$ cat src/rtl/irq_latch_pkg.sv
package irq_latch_pkg;
  typedef enum logic [1:0] {
    SEL_LATCH = 2'd0,
    SEL_MASK  = 2'd1,
    SEL_SERV  = 2'd2,
    SEL_CTRL  = 2'd3
  } reg_sel_e;

  // A candidate wins over the in-service set if nothing is in service
  // or its index is strictly lower than the most urgent serviced level.
  function automatic logic outranks(input int unsigned cand_idx,
                                    input logic serv_any,
                                    input int unsigned serv_idx);
    return !serv_any || (cand_idx < serv_idx);
  endfunction
endpackage

$ cat src/rtl/irq_prio_enc.sv
module irq_prio_enc #(
  parameter int N = 16,
  parameter int IW = (N > 1) ? $clog2(N) : 1
) (
  input  logic [N-1:0]  vec,
  output logic          hit,
  output logic [IW-1:0] idx,
  output logic [N-1:0]  onehot
);
  always_comb begin
    hit = 1'b0;
    idx = '0;
    for (int i = N - 1; i >= 0; i--) begin
      if (vec[i]) begin
        hit = 1'b1;
        idx = IW'(i);
      end
    end
    onehot = hit ? (N'(1) << idx) : '0;
  end
endmodule

$ cat src/rtl/irq_latch_bank.sv
module irq_latch_bank #(
  parameter int N = 16
) (
  input  logic         clk,
  input  logic         rst_n,
  input  logic [N-1:0] src,
  input  logic [N-1:0] sw_clr,
  input  logic [N-1:0] take_oh,
  output logic [N-1:0] latch_q
);
  always_ff @(posedge clk or negedge rst_n) begin
    if (!rst_n) latch_q <= '0;
    else        latch_q <= (latch_q & ~sw_clr & ~take_oh) | src;
  end
endmodule

$ cat src/rtl/irq_serv_track.sv
module irq_serv_track #(
  parameter int N = 16
) (
  input  logic         clk,
  input  logic         rst_n,
  input  logic [N-1:0] set_oh,
  input  logic [N-1:0] clr_oh,
  output logic [N-1:0] serv_q
);
  always_ff @(posedge clk or negedge rst_n) begin
    if (!rst_n) serv_q <= '0;
    else        serv_q <= (serv_q & ~clr_oh) | set_oh;
  end
endmodule

$ cat src/rtl/irq_latch_ctrl.sv
module irq_latch_ctrl #(
  parameter int NUM_SRC = 16,
  parameter int ID_W = (NUM_SRC > 1) ? $clog2(NUM_SRC) : 1
) (
  input  logic               clk,
  input  logic               rst_n,
  input  logic [NUM_SRC-1:0] irq_src,
  input  logic               reg_wr,
  input  logic [1:0]         reg_addr,
  input  logic [NUM_SRC-1:0] reg_wdata,
  output logic [NUM_SRC-1:0] reg_rdata,
  output logic               int_req,
  output logic [ID_W-1:0]    int_id,
  input  logic               int_ack,
  input  logic               int_rti
);
  import irq_latch_pkg::*;

  logic [NUM_SRC-1:0] latch_q, mask_q, serv_q;
  logic               dis_q;
  logic [NUM_SRC-1:0] cand_vec, cand_oh, serv_oh;
  logic               cand_hit, serv_hit;
  logic [ID_W-1:0]    cand_idx, serv_idx;
  logic               accept_fire, rti_fire;
  logic [NUM_SRC-1:0] accept_oh, rti_oh, sw_clr;
  reg_sel_e           sel;

  assign sel      = reg_sel_e'(reg_addr);
  assign cand_vec = latch_q & mask_q;

  irq_prio_enc #(.N(NUM_SRC), .IW(ID_W)) u_cand_enc (
    .vec(cand_vec), .hit(cand_hit), .idx(cand_idx), .onehot(cand_oh));

  irq_prio_enc #(.N(NUM_SRC), .IW(ID_W)) u_serv_enc (
    .vec(serv_q), .hit(serv_hit), .idx(serv_idx), .onehot(serv_oh));

  assign int_req = cand_hit && !dis_q &&
                   outranks(int'(cand_idx), serv_hit, int'(serv_idx));
  assign int_id  = cand_idx;

  assign accept_fire = int_ack && int_req;
  assign rti_fire    = int_rti && serv_hit;
  assign accept_oh   = accept_fire ? cand_oh : '0;
  assign rti_oh      = rti_fire ? serv_oh : '0;
  assign sw_clr      = (reg_wr && sel == SEL_LATCH) ? reg_wdata : '0;

  irq_latch_bank #(.N(NUM_SRC)) u_latch (
    .clk(clk), .rst_n(rst_n), .src(irq_src), .sw_clr(sw_clr),
    .take_oh(accept_oh), .latch_q(latch_q));

  irq_serv_track #(.N(NUM_SRC)) u_serv (
    .clk(clk), .rst_n(rst_n), .set_oh(accept_oh), .clr_oh(rti_oh),
    .serv_q(serv_q));

  always_ff @(posedge clk or negedge rst_n) begin
    if (!rst_n) begin
      mask_q <= '0;
      dis_q  <= 1'b0;
    end else if (reg_wr) begin
      if (sel == SEL_MASK) mask_q <= reg_wdata;
      if (sel == SEL_CTRL) dis_q  <= reg_wdata[0];
    end
  end

  always_comb begin
    unique case (sel)
      SEL_LATCH: reg_rdata = latch_q;
      SEL_MASK:  reg_rdata = mask_q;
      SEL_SERV:  reg_rdata = serv_q;
      default:   reg_rdata = {{(NUM_SRC-1){1'b0}}, dis_q};
    endcase
  end
endmodule

$ cat config.mk
export PLATFORM = sky130hd
export DESIGN_NAME = irq_latch_ctrl
export DESIGN_NICKNAME = d
export VERILOG_FILES = /design/src/rtl/irq_latch_pkg.sv /design/src/rtl/irq_prio_enc.sv /design/src/rtl/irq_latch_bank.sv /design/src/rtl/irq_serv_track.sv /design/src/rtl/irq_latch_ctrl.sv
export SDC_FILE = /design/constraint.sdc
export NUM_CORES = 1
export LEC_CHECK = 0
export ABC_AREA = 1
export BUFFER_PORTS_ARGS = -buffer_cell sky130_fd_sc_hd__buf_2
export CAP_MARGIN = 5
export CORE_MARGIN = 2
export CORE_UTILIZATION = 60
export DETAILED_ROUTE_END_ITERATION = 6
export PLACE_DENSITY = 0.89
export SLEW_MARGIN = 25
export SYNTH_ARGS = -nofsm -noshare
export SYNTH_HDL_FRONTEND = slang
export SYNTH_SLANG_ARGS = --single-unit
$ cat constraint.sdc
create_clock -name clk -period 6.4 [get_ports clk]
set_clock_uncertainty 0.15 [all_clocks]
set_input_delay 1.28 -clock clk [delete_from_list [all_inputs] [get_ports clk]]
set_output_delay 1.28 -clock clk [all_outputs]
set_load 0.01 [all_outputs]
==> impl_metrics.tcl <==
set metrics [dict create \
    grt_usage_pct 29.7 \
    mappedNetlistArea_mm2 0.00315 \
    vdd_drop_max_mv 0.458 \
    drtIter0Drc 240 \
    worstMarginPinSlew_ns 0.958 \
    firstDrtPassIters 5 \
    syn_inst 467 \
    sequentialPowerShare_pct 33.2 \
    crit_buf_inv 3 \
    cp_top_family "compound AO/OA/AOI/OAI gates" \
    max_stage_delay_ns 0.44 \
    coreArea_mm2 0.00507 \
    tritoncts "yes" \
    fin_util_pct 70.7 \
    ys_types 31 \
    dr_total_vias 3250 \
    cp-start-kind "flip-flop" \
    cts.repair.resized 0 \
    crit_slowest_cell "dfrtp_1" \
    wire_per_inst_um 14.4 \
    hpwlAfterDp_mm 6.43 \
    gp_congestion 0.873 \
    crit_fanout 5 \
    synth-compound-area-share_pct 14.3 \
    synth_xor_area_share_pct 0 \
    syn-num-nets 509 \
    final_cell_mix "nand2_1, inv_1, buf_2" \
    dpl-instance-area_mm2 0.00348 \
    routed_wl_mm 8.55 \
    area_growth_pct 13.9 \
    drive_gt1_share_pct 17.0 \
    clk_pin_slew_ns 0.09 \
    grt_pass1_vias 2953 \
    drc 0 \
    clockPowerShare_pct 15.7 \
    slew_headroom_pct 36.0 \
    cts_setup_buffers 0 \
    fmax_mhz 243 \
    gr-total-overflow 0 \
    cts-root-buf "clkbuf_8" \
    final_nets 565 \
    dieArea_mm2 0.00585 \
    clkLatencyLatePin_ns 0.30 \
    numCtsBuffers 5 \
    endpoint_kind "primary output" \
    clock_path_buffers 2 \
    htreeDepth 2 \
    hold_violations 0 \
    grt_pass1_wl_mm 14.0 \
    rsz0062_at_grt "false" \
    finalCriticalPeriod_ns 4.12 \
    synth_top_family_by_area "simple AND/OR/NAND/NOR gates" \
    critPathMostFrequentCell "nand2_1" \
    power.total_w 0.00128 \
    required_ns 4.97 \
    outcome "finished, final reports clean" \
    die_h_um 76.5 \
    setup_viol 0 \
    final_antenna_net_count 0 \
    period_share_pct 64.3 \
    grt_start_max_net_pins 50 \
    cts_sinks 49 \
    p_sw_w 0.000610 \
    synth_fa_ha_area_share_pct 1.19 \
    yosys_register_bits 49 \
    synth-simple-area-share_pct 33.1 \
    crit_arrival_ns 2.69 \
    viasPerCell 5.47 \
    synthMuxAreaShare_pct 0 \
    crit_type "flip-flop to primary output" \
    die_w_um 76.5 \
    ios 60 \
    yosysSeqAreaShare_pct 38.9 \
    antennaDiodeCount 0 \
    hold_buffers 0 \
    drv_cap 0 \
    powerDensity_mw_per_mm2 357 \
    hp-class "flip-flop to flip-flop" \
    initial_core_util_pct 62.1 \
    drv_slew 0 \
    synth_area_per_cell_um2 6.75 \
    final_common_cell "nand2_1" \
    rows 26 \
    p_leak_nw 2.05 \
    antenna_found_initial 0 \
    p_comb_share_pct 51.1 \
    final_cell_area_mm2 0.00359 \
    p_sw_share_pct 47.6 \
    ys_warn_count 0 \
    p_int_w 0.000671 \
    finalSetupTns_ns 0 \
    io_buffer_count 59 \
    worstPathCellList "nor2_1 -> inv_1 -> a311oi_1 -> o311ai_0 -> a21oi_1 -> nor2_1 -> inv_1 -> ha_1 -> nand2_1 -> nand2_1 -> nand2_1 -> nand2_2 -> a21boi_0 -> buf_2" \
]
==> flip-flops by register name (all words and copies together) (netlist names) <==
name             cells
u_serv.serv_q       16
mask_q              16
dis_q                1
u_latch.latch_q     16
==> stage by stage <==
step | hold slack [ns] | setup slack [ns] | std cells
final | 0.363 | 2.28 | 594
after global routing | 0.404 | 2.09 | 594
after detailed placement | 0.341 | 2.24 | 586
after floorplan | 0.320 | 2.88 | 467
after CTS | 0.364 | 2.24 | 594
after global placement | 0.341 | 2.36 | 586
==> per-layer routing <==
metal | routed length, µm | vias up | GRT usage, %
met1 | 3900 | 1511 | 43.5
met3 | 575 | 16 | 3.32
li1 | - | 1574 | -
met2 | 3930 | 149 | 46.9
met4 | 144 | 0 | 8.00
met5 | 0 | - | 0
==> worst paths after layout <==
path	start	end	slack, ns	depth (start not counted)
worst min-delay path	u_serv.serv_q[7]$_DFF_PN0_	u_serv.serv_q[7]$_DFF_PN0_	0.36	2
worst max register to register	u_serv.serv_q[14]$_DFF_PN0_	u_latch.latch_q[1]$_DFF_PN0_	3.43	16
min in group asynchronous	rst_n	u_latch.latch_q[1]$_DFF_PN0_	0.84	1
worst max-delay path	u_serv.serv_q[14]$_DFF_PN0_	int_req	2.28	14
max in group asynchronous	rst_n	mask_q[3]$_DFFE_PN0P_	4.83	1
worst min register to register	u_serv.serv_q[7]$_DFF_PN0_	u_serv.serv_q[7]$_DFF_PN0_	0.36	2
==> synthesized netlist by cell type <==
master	number	area share, %
nand2_1	171	20
inv_1	86	10
dfrtp_1	49	39
o21ai_0	48	7.6
nor2_1	35	4.2
o211ai_1	14	3.3
nand4_2	10	4.0
clkbuf_1	7	0.83
nand3_1	7	1.1
nand4_1	7	1.4
a21oi_1	3	0.48
ha_1	3	1.2
nand2_2	3	0.60
nor4_1	3	0.60
a31oi_1	2	0.40
buf_2	2	0.32
inv_2	2	0.24
nand2_4	2	0.71
a21boi_0	1	0.24
a21boi_1	1	0.24
a21oi_2	1	0.28
a21oi_4	1	0.52
a311oi_1	1	0.28
buf_1	1	0.12
buf_12	1	0.64
clkinv_1	1	0.12
nor3_1	1	0.16
o21ai_1	1	0.16
o21ai_2	1	0.28
o21bai_1	1	0.24
o311ai_0	1	0.28
==> power groups by stage <==
stage / clock (W) / combinational [W] / sequential, W
2_1_floorplan: 0 / 0.000519 / 0.000414
3_3_place_gp: 0 / 0.000628 / 0.000427
3_5_place_dp: 0 / 0.000643 / 0.000429
4_1_cts: 0.000205 / 0.000645 / 0.000423
5_1_grt: 0.000215 / 0.000730 / 0.000433
6_report: 0.000202 / 0.000654 / 0.000425
==> layout make-up <==
| class | instances | area, µm² |
|---|---|---|
| multi-input cells | 318 | 1530 |
| fillers | 449 | 1490 |
| flip-flops and latches | 49 | 1230 |
| inverters | 89 | 334 |
| repair buffers | 60 | 305 |
| clock buffers | 7 | 96.3 |
| well taps | 70 | 87.6 |
| clock inverters | 1 | 5.00 |
==> worst register-to-register path, cell delays in order, from the launching register on <==
cell      delay, ns
dfrtp_1        0.44
nor2_1         0.09
inv_1          0.08
a311oi_1       0.08
o311ai_0       0.35
a21oi_1        0.11
nor2_1         0.26
inv_1          0.14
ha_1           0.31
nand2_1        0.07
nand2_1        0.04
nand2_1        0.06
nand2_2        0.07
nand2_4        0.20
nand4_1        0.25
nand2_1        0.12
nand2_1        0.06
==> cell families after synthesis <==
group,count (synthesis)
AND/OR/NAND/NOR,239
adder cells (fa/ha/maj),3
flip-flops,49
AO/OA/AOI/OAI,76
buffers and inverters,100
Power figures use the tool's default switching activity.
